**config.mk**
```make
export PLATFORM = sky130hd
export DESIGN_NAME = pin_mode_guard
export DESIGN_NICKNAME = d
export VERILOG_FILES = /design/src/rtl/pin_mode_guard_pkg.sv /design/src/rtl/pmg_lock_fsm.sv /design/src/rtl/pmg_commit_reg.sv /design/src/rtl/pmg_select_reg.sv /design/src/rtl/pin_mode_guard.sv
export SDC_FILE = /design/constraint.sdc
export NUM_CORES = 1
export LEC_CHECK = 0
export BUFFER_PORTS_ARGS = -buffer_cell sky130_fd_sc_hd__buf_4
export CAP_MARGIN = 20
export CORE_MARGIN = 1
export CORE_UTILIZATION = 34
export CTS_CLUSTER_DIAMETER = 80
export CTS_CLUSTER_SIZE = 16
export DETAILED_ROUTE_END_ITERATION = 12
export GPL_TIMING_DRIVEN = 0
export PLACE_DENSITY = 0.81
export SKIP_CTS_REPAIR_TIMING = 1
export SLEW_MARGIN = 20
export SYNTH_ARGS = -nofsm -noshare
export SYNTH_HDL_FRONTEND = slang
export SYNTH_SLANG_ARGS = --single-unit
```
**constraint.sdc**
```tcl
create_clock -name clk -period 1.85 [get_ports clk]
set_input_delay 0.2775 -clock clk [delete_from_list [all_inputs] [get_ports clk]]
set_output_delay 0.2775 -clock clk [all_outputs]
set_load 0.1 [all_outputs]
```
**src/rtl/pin_mode_guard_pkg.sv**
```systemverilog
package pin_mode_guard_pkg;
    typedef enum logic {
        LK_LOCKED = 1'b0,
        LK_OPEN   = 1'b1
    } lock_state_e;
endpackage

```
**src/rtl/pmg_lock_fsm.sv**
```systemverilog
module pmg_lock_fsm
    import pin_mode_guard_pkg::*;
#(
    parameter int                 KEY_W = 32,
    parameter logic [KEY_W-1:0]   KEY   = 32'hC0DE_5A17
) (
    input  logic             clk,
    input  logic             rst_n,
    input  logic             wr_en,
    input  logic [KEY_W-1:0] wdata,
    output logic             unlocked
);
    lock_state_e state_q;
    lock_state_e state_d;

    // next-state logic: KEY_MATCH opens, KEY_MISS closes
    always_comb begin
        state_d = state_q;
        unique case (state_q)
            LK_LOCKED: if (wr_en && (wdata == KEY))  state_d = LK_OPEN;
            LK_OPEN:   if (wr_en && (wdata != KEY))  state_d = LK_LOCKED;
            default:   state_d = LK_LOCKED;
        endcase
    end

    always_ff @(posedge clk or negedge rst_n) begin
        if (!rst_n) state_q <= LK_LOCKED;
        else        state_q <= state_d;
    end

    always_comb begin
        unique case (state_q)
            LK_OPEN:   unlocked = 1'b1;
            LK_LOCKED: unlocked = 1'b0;
            default:   unlocked = 1'b0;
        endcase
    end

    assert_key_opens_R5: assert property (@(posedge clk) disable iff (!rst_n)
        (wr_en && (wdata == KEY)) |=> (state_q == LK_OPEN));
    assert_miss_closes_R5: assert property (@(posedge clk) disable iff (!rst_n)
        (wr_en && (wdata != KEY)) |=> (state_q == LK_LOCKED));
    assert_idle_holds_R5: assert property (@(posedge clk) disable iff (!rst_n)
        !wr_en |=> $stable(state_q));
endmodule

```
**src/rtl/pmg_commit_reg.sv**
```systemverilog
module pmg_commit_reg #(
    parameter int               W         = 8,
    parameter logic [W-1:0]     PROT_MASK = 8'h80
) (
    input  logic         clk,
    input  logic         rst_n,
    input  logic         wr_en,
    input  logic         unlocked,
    input  logic [W-1:0] wdata,
    output logic [W-1:0] commit_q
);
    always_ff @(posedge clk or negedge rst_n) begin
        if (!rst_n)                  commit_q <= '0;
        else if (wr_en && unlocked)  commit_q <= wdata & PROT_MASK;
    end

    assert_locked_commit_hold_R6: assert property (@(posedge clk) disable iff (!rst_n)
        (wr_en && !unlocked) |=> $stable(commit_q));
    assert_open_commit_take_R6: assert property (@(posedge clk) disable iff (!rst_n)
        (wr_en && unlocked) |=> ((commit_q & PROT_MASK) == ($past(wdata) & PROT_MASK)));
endmodule

```
**src/rtl/pmg_select_reg.sv**
```systemverilog
module pmg_select_reg #(
    parameter int               W         = 8,
    parameter logic [W-1:0]     PROT_MASK = 8'h80,
    parameter logic [W-1:0]     DFLT      = 8'h80
) (
    input  logic         clk,
    input  logic         rst_n,
    input  logic         wr_en,
    input  logic [W-1:0] wdata,
    input  logic [W-1:0] allow,
    output logic [W-1:0] sel_q
);
    logic [W-1:0] wmask;
    logic [W-1:0] sel_d;

    always_comb begin
        wmask = ~PROT_MASK | (allow & PROT_MASK);
        sel_d = (wdata & wmask) | (sel_q & ~wmask);
    end

    always_ff @(posedge clk or negedge rst_n) begin
        if (!rst_n)     sel_q <= DFLT;
        else if (wr_en) sel_q <= sel_d;
    end

    assert_free_bits_take_R3: assert property (@(posedge clk) disable iff (!rst_n)
        wr_en |=> ((sel_q & ~PROT_MASK) == ($past(wdata) & ~PROT_MASK)));
    assert_guarded_hold_R4: assert property (@(posedge clk) disable iff (!rst_n)
        (wr_en && ((allow & PROT_MASK) == '0)) |=> ((sel_q & PROT_MASK) == $past(sel_q & PROT_MASK)));
    assert_no_write_hold_R7: assert property (@(posedge clk) disable iff (!rst_n)
        !wr_en |=> $stable(sel_q));
endmodule

```
**src/rtl/pin_mode_guard.sv**
```systemverilog
module pin_mode_guard #(
    parameter int                  PIN_W      = 8,
    parameter int                  DATA_W     = 32,
    parameter int                  ADDR_W     = 12,
    parameter logic [PIN_W-1:0]    PROT_MASK  = 8'h80,
    parameter logic [PIN_W-1:0]    DFLT_SEL   = 8'h80,
    parameter logic [DATA_W-1:0]   UNLOCK_KEY = 32'hC0DE_5A17,
    parameter logic [ADDR_W-1:0]   SEL_OFS    = 12'h420,
    parameter logic [ADDR_W-1:0]   LOCK_OFS   = 12'h520,
    parameter logic [ADDR_W-1:0]   COMMIT_OFS = 12'h524
) (
    input  logic              clk,
    input  logic              por_n,
    input  logic              ext_rst_n,
    input  logic              bus_wr,
    input  logic [ADDR_W-1:0] bus_addr,
    input  logic [DATA_W-1:0] bus_wdata,
    output logic [DATA_W-1:0] bus_rdata,
    output logic [PIN_W-1:0]  sel_out
);
    logic             rst_n;
    logic             hit_sel, hit_lock, hit_commit;
    logic             unlocked;
    logic [PIN_W-1:0] commit_q;
    logic [PIN_W-1:0] allow;
    logic [PIN_W-1:0] sel_q;

    assign rst_n = por_n & ext_rst_n;

    always_comb begin
        hit_sel    = (bus_addr == SEL_OFS);
        hit_lock   = (bus_addr == LOCK_OFS);
        hit_commit = (bus_addr == COMMIT_OFS);
        allow      = unlocked ? commit_q : '0;
    end

    pmg_lock_fsm #(.KEY_W(DATA_W), .KEY(UNLOCK_KEY)) u_lock (
        .clk      (clk),
        .rst_n    (rst_n),
        .wr_en    (bus_wr && hit_lock),
        .wdata    (bus_wdata),
        .unlocked (unlocked)
    );

    pmg_commit_reg #(.W(PIN_W), .PROT_MASK(PROT_MASK)) u_commit (
        .clk      (clk),
        .rst_n    (rst_n),
        .wr_en    (bus_wr && hit_commit),
        .unlocked (unlocked),
        .wdata    (bus_wdata[PIN_W-1:0]),
        .commit_q (commit_q)
    );

    pmg_select_reg #(.W(PIN_W), .PROT_MASK(PROT_MASK), .DFLT(DFLT_SEL)) u_sel (
        .clk   (clk),
        .rst_n (rst_n),
        .wr_en (bus_wr && hit_sel),
        .wdata (bus_wdata[PIN_W-1:0]),
        .allow (allow),
        .sel_q (sel_q)
    );

    always_comb begin
        bus_rdata = '0;
        if (hit_sel)         bus_rdata[PIN_W-1:0] = sel_q;
        else if (hit_lock)   bus_rdata[0]         = ~unlocked;
        else if (hit_commit) bus_rdata[PIN_W-1:0] = commit_q;
    end

    assign sel_out = sel_q;

    assert_relock_blocks_R4: assert property (@(posedge clk) disable iff (!rst_n)
        (bus_wr && hit_sel && !unlocked) |=> ((sel_out & PROT_MASK) == $past(sel_out & PROT_MASK)));
    assert_unmapped_read_zero_R7: assert property (@(posedge clk) disable iff (!rst_n)
        (!hit_sel && !hit_lock && !hit_commit) |-> (bus_rdata == '0));
endmodule

```
==> metrics.md, run 1 <==
| Metric | Value |
|---|---|
| Final Hold Vio Count | 0 |
| Drt wl/cell | 11.6 microns |
| 1st-iter DRT viols | 1 |
| CTS HTree Levels | 1 |
| Failing checks | negative setup slack |
| Placed insts | 196 |
| RSZ-0062 raised after global routing | yes |
| Area of the mapped netlist | 825 sq um |
| N_diodes | 0 |
| Setup Skew | 0.000204 ns |
| Slowest stage delay, CP | 0.57 ns |
| Kind of critical path | primary input to output port |
| Slew Limit Fails | 0 |
| CTS root buf | clkbuf_4 |
| Clk sinks | 10 |
| CTS tree | done |
| Clk slew on worst S/H paths | 0.07 ns |
| Critical-path top delay cell | or4b_4 |
| Post-route ant nets | 0 |
| Post-synthesis cell type count | 28 |
| Worst setup SP type | primary input |
| LEAKAGE | 0.900 nW |
| Crit path DAT | 1.68 ns |
| Crit path capture type | output port |
| Grt total ovfl | 0 |
| Flops & latches, synth | 10 |
| CTS Buf Count | 3 |
| Initial core utilization | 0.366 |
| Most common cell after layout, fill and taps aside | buf_4 |
| Total GRT Usage | 0.173 |
| Initial antenna violation count | 0 |
| Drt first pass iters | 2 |
| Post-DP HPWL | 1.95 mm |
| PnR worst setup slack | -0.106 ns |
| Final period utilization | 1.06 |
| Setup TNS | -0.590 ns |
| Core ar. | 2250 sq um |
| Height of the chip | 51.2 microns |
| RD Place Congestion | 0.708 |
| Max Clk Rate | 511 MHz |
| Placement Rows | 17 |
| First-pass GRT wire length | 3.40 mm |
| Register area share after synthesis | 0.305 |
| Die W | 51.2 microns |
| YS warnings | 0 |
| Share of layout cells above drive strength 1 | 0.684 |
| Hold Crit Class | primary input to async pin |
| DRC violations left | 0 |
| DR vias | 882 |
| Max-Cap Viols | 0 |
| I/O pin count | 88 |
| Commonest non-fill, non-tap cells in the layout | buf_4 (82), conb_1 (24), mux2_2 (9), dfrtp_1 (8), buf_12 (8) |
| Final setup violation count | 7 |
| Via density per instance | 4.30 |
| Die area | 2630 sq um |
| Worst Path Required | 1.57 ns |
| Largest buffer count on any clock path | 2 |
| Post-Route WL | 2.38 mm |
| Largest net degree at the start of global routing | 11 |
| Synth Instances | 82 |
| Worst Path Max Fanout | 7 |
| Clk Latency, worst-skew pair | 0.26 ns |
| Vias in the first global route | 853 |
| Final non-filler cell total | 205 |
| Synth Area per Inst | 10.1 sq um |
| I/O Buffers | 63 |
| Worst IR Drop VDD | 0.366 mV |
| Status | finished with violations |
| Layout area overhead | 98.8% |
| Minimum clock period after layout | 1.96 ns |
| Crit path cell chain | buf_6, or4b_4, nor4_4, buf_4, and2_4, buf_12 |
| Pwr Density | 454 nW/um^2 |
| Final #Nets | 226 |
-- critical path: cells and delay by family --
| kind | cells | cell delay, ns |
|---|---|---|
| AND/OR/NAND/NOR | 3 | 0.95 |
| buffers and inverters | 3 | 0.45 |
-- power by group --
part,leakage [nW],switching (mW),internal (mW)
sequential,0.130,0.000754,0.220
combinational,0.756,0.255,0.111
clock,0.0150,0.0739,0.0832
-- synthesized netlist by cell type --
library cell,n,area share
a21boi_0,1,0.0091
and2_1,7,0.053
and3_1,1,0.0076
and4_1,1,0.011
and4b_1,1,0.012
buf_4,24,0.22
conb_1,1,0.0045
dfrtp_1,9,0.27
dfstp_2,1,0.032
inv_1,1,0.0045
mux2_2,9,0.12
mux2i_1,2,0.024
nand2_1,2,0.0091
nand2_2,1,0.0076
nand3_1,2,0.012
nand4_1,2,0.015
nand4b_1,3,0.032
nor2_1,2,0.0091
nor3_2,1,0.012
nor3b_1,1,0.0091
nor4_1,1,0.0076
nor4_4,1,0.026
nor4b_1,1,0.011
nor4bb_1,2,0.024
or2_2,2,0.015
or4_1,1,0.0091
or4b_1,1,0.012
or4b_4,1,0.017
-- layout make-up --
type | count | area [sq um]
plain buffers | 24 | 180
clock buffers | 4 | 26.3
fillers | 161 | 616
inverters | 1 | 3.75
multi-input cells | 70 | 523
flip-flops and latches | 10 | 253
well taps | 28 | 35.0
repair buffers | 68 | 618
-- layer usage --
| layer | vias to the layer above | share of wire | global-route usage |
|---|---|---|---|
| li1 | 432 | - | - |
| met1 | 385 | 0.30 | 0.162 |
| met2 | 65 | 0.57 | 0.351 |
| met3 | 0 | 0.13 | 0.0417 |
| met4 | 0 | 0 | 0.0676 |
| met5 | - | 0 | 0 |
-- through the flow --
stage               hold slack [ns]  setup WS [ns]  area, sq um  utilization  total power, mW
finish                       0.0280         -0.106         1640        0.727            0.744
global route                 0.0768         -0.139         1640        0.727            0.770
CTS                          0.0416         -0.366         1490        0.663            0.744
detailed placement            0.333         -0.360         1470        0.651            0.587
global placement              0.325         -0.354         1470        0.651            0.583
floorplan                     0.200         -0.379          960            -            0.501
-- worst paths after layout --
path / start / end / slack (ns) / cells after the start
hold / removal: ext_rst_n / u_sel.sel_q[2]$_DFFE_PN0P_ / 0.03 / 2
max in group asynchronous: por_n / async pin / 1.47 / 2
setup reg to reg: flop / u_commit.commit_q[7]$_DFFE_PN0P_ / 0.77 / 3
hold reg to reg: u_sel.sel_q[4]$_DFFE_PN0P_ / u_sel.sel_q[4]$_DFFE_PN0P_ / 0.54 / 1
min in group clk: bus_wdata[4] / u_sel.sel_q[4]$_DFFE_PN0P_ / 0.25 / 2
setup / recovery: bus_addr[3] / bus_rdata[2] / -0.11 / 6
-- cells by family after synthesis --
kind of cell | count (synthesis) | synth area share
buffers and inverters | 25 | 0.223
and+or+nand+nor | 34 | 0.311
other | 1 | 0.00455
muxes | 11 | 0.147
DFF | 10 | 0.305
AOI/OAI and AO/OA | 1 | 0.00911
(Power assumes the default switching activity.)
==> inputs of run 2 (changes only) <==
--- a/config.mk
+++ b/config.mk
@@ -7,7 +7,7 @@
 export LEC_CHECK = 0
 export BUFFER_PORTS_ARGS = -buffer_cell sky130_fd_sc_hd__buf_4
 export CAP_MARGIN = 20
-export CORE_MARGIN = 1
+export CORE_MARGIN = 5
 export CORE_UTILIZATION = 34
 export CTS_CLUSTER_DIAMETER = 80
 export CTS_CLUSTER_SIZE = 16
@@ -15,7 +15,6 @@
 export GPL_TIMING_DRIVEN = 0
 export PLACE_DENSITY = 0.81
 export SKIP_CTS_REPAIR_TIMING = 1
-export SLEW_MARGIN = 20
 export SYNTH_ARGS = -nofsm -noshare
 export SYNTH_HDL_FRONTEND = slang
 export SYNTH_SLANG_ARGS = --single-unit
==> run 2 against run 1 <==
Against the previous run: sequential power about the same; sequential share of layout area about the same; highest routed layer is now met4; final area about the same; the flow still finishes with violations (negative setup slack).
==> metrics.md, run 2 (same netlist as run 1, synthesis figures left out) <==
| Metric | Value |
|---|---|
| Status | finished with violations |
| Failing checks | negative setup slack |
| Setup TNS | -0.583 ns (+0.00695 ns) |
| CTS root buf | clkbuf_4 |
| R2R depth | 3 (unchanged) |
| Placed insts | 196 (unchanged) |
| 1st-iter DRT viols | 16 (+15) |
| PnR Total Power | 790 uW (+6.2%) |
| Final period utilization | 1.05 (-0.0117) |
| Kind of critical path | primary input to output port |
| Final #Nets | 224 (-0.88%) |
| Setup Skew | 0.000219 ns (+0.0000152 ns) |
| Net Switching | 340 uW (+3.0%) |
| Largest buffer count on any clock path | 2 (unchanged) |
| Int Power | 450 uW (+8.8%) |
| Slew Limit Fails | 0 (unchanged) |
| Drt wl/cell | 13.0 microns (+12%) |
| CTS HTree Levels | 1 (unchanged) |
| Clk Latency, worst-skew pair | 0.27 ns (about the same) |
| Die area | 3510 sq um (+34%) |
| Via density per instance | 4.36 (+1.4%) |
| Worst IR Drop VDD | 0.367 mV (+0.45%) |
| Clk sinks | 10 (unchanged) |
| CTS tree | done |
| Drt first pass iters | 4 (+2) |
| Final non-filler cell total | 203 (-0.98%) |
| RSZ-0062 raised after global routing | yes |
| Initial antenna violation count | 0 (unchanged) |
| Worst setup SP type | primary input |
| Total GRT Usage | 0.143 (-0.0299) |
| Commonest non-fill, non-tap cells in the layout | buf_4 (79), conb_1 (24), mux2_2 (9), dfrtp_1 (8), buf_12 (8) |
| Worst Path Max Fanout | 7 (unchanged) |
| Hold WS | 0.0322 ns (+0.00419 ns) |
| Minimum clock period after layout | 1.93 ns (-0.0217 ns) |
| Vias in the first global route | 918 (+7.6%) |
| Switching share of power | 0.430 (-0.0135) |
| LEAKAGE | 0.896 nW (-0.47%) |
| Initial core utilization | 0.366 (unchanged) |
| DR vias | 886 (+0.45%) |
| Fillers | 171 (+6.2%) |
| I/O pin count | 88 (unchanged) |
| Most common cell after layout, fill and taps aside | buf_4 |
| Die W | 59.2 microns (+16%) |
| Final Hold Vio Count | 0 (unchanged) |
| Post-Route WL | 2.65 mm (+11%) |
| I/O Buffers | 63 (unchanged) |
| Flop pwr share | 0.279 (-0.017) |
| Crit path capture type | output port |
| Placement Rows | 17 (unchanged) |
| N_diodes | 0 (unchanged) |
| RD Place Congestion | 0.734 (+3.7%) |
| DRC violations left | 0 (unchanged) |
| Multi-input gate area | 523 sq um (unchanged) |
| Combinational Power Share | 0.465 (-0.027) |
| Height of the chip | 59.2 microns (+16%) |
| Clock share of power | 0.256 (+0.045) |
| Pwr Density | 482 nW/um^2 (+6.3%) |
| PnR worst setup slack | -0.0840 ns (+0.0217 ns) |
| CTS Buf Count | 3 (unchanged) |
| Core ar. | 2250 sq um (unchanged) |
| Clk slew on worst S/H paths | 0.07 ns (about the same) |
| Layout area overhead | 98.6% (about the same) |
| Hold Crit Class | primary input to async pin |
| Final setup violation count | 8 (+1) |
| Share of layout cells above drive strength 1 | 0.686 (+0.00210) |
| Post-route ant nets | 0 (unchanged) |
| First-pass GRT wire length | 3.91 mm (+15%) |
| Max Clk Rate | 517 MHz (+1.1%) |
| Crit path DAT | 1.66 ns (-0.02 ns) |
| Post-DP HPWL | 2.21 mm (+13%) |
| Sequential cell area | 253 sq um (unchanged) |
| Max-Cap Viols | 0 (unchanged) |
| Worst Path Required | 1.57 ns (about the same) |
| Largest net degree at the start of global routing | 11 (unchanged) |
| Grt total ovfl | 0 (unchanged) |
==> run 2: through the flow <==
stage                     area (sq um)   util  setup WS (ns)
after floorplan                    960      -         -0.379
after global placement            1470  0.651         -0.348
after detailed placement          1470  0.651         -0.364
after CTS                         1500  0.667         -0.374
after global routing              1640  0.726         -0.148
final                             1640  0.726        -0.0840
==> run 2: worst max-delay path: stages <==
cell    delay (ns)
buf_6         0.09
or4b_4        0.57
nor4_4        0.23
buf_6         0.17
and2_4        0.16
buf_12        0.17
==> run 2: layer usage <==
metal  up-vias  wire (microns)  global-route usage
li1        429               -                   -
met1       382             869               0.154
met2        71            1240               0.243
met3         4             493              0.0632
met4         0              46              0.0583
met5         -               0                   0
==> run 2: final timing paths <==
kind | start | to | slack [ns]
max in group asynchronous | por_n | async pin | 1.48
setup / recovery | bus_addr[3] | bus_rdata[6] | -0.08
hold reg to reg | u_sel.sel_q[5]$_DFFE_PN0P_ | u_sel.sel_q[5]$_DFFE_PN0P_ | 0.55
min in group clk | bus_wdata[1] | u_sel.sel_q[1]$_DFFE_PN0P_ | 0.25
hold / removal | ext_rst_n | u_sel.sel_q[3]$_DFFE_PN0P_ | 0.03
setup reg to reg | flop | u_commit.commit_q[7]$_DFFE_PN0P_ | 0.78
==> run 2: area by class of cell <==
class,count,area share
plain buffers,24,0.110
clock buffers,4,0.0222
inverters,1,0.00229
multi-input cells,70,0.319
flip-flops and latches,10,0.154
well taps,28,0.0214
repair buffers,66,0.371
==> run 2: power by group through the flow <==
stage	Sequential [mW]	Combinational, mW	Clock [mW]
after global routing	0.220	0.380	0.221
after CTS	0.220	0.363	0.202
final	0.220	0.367	0.202
after global placement	0.224	0.359	0
after detailed placement	0.224	0.363	0
after floorplan	0.229	0.271	0
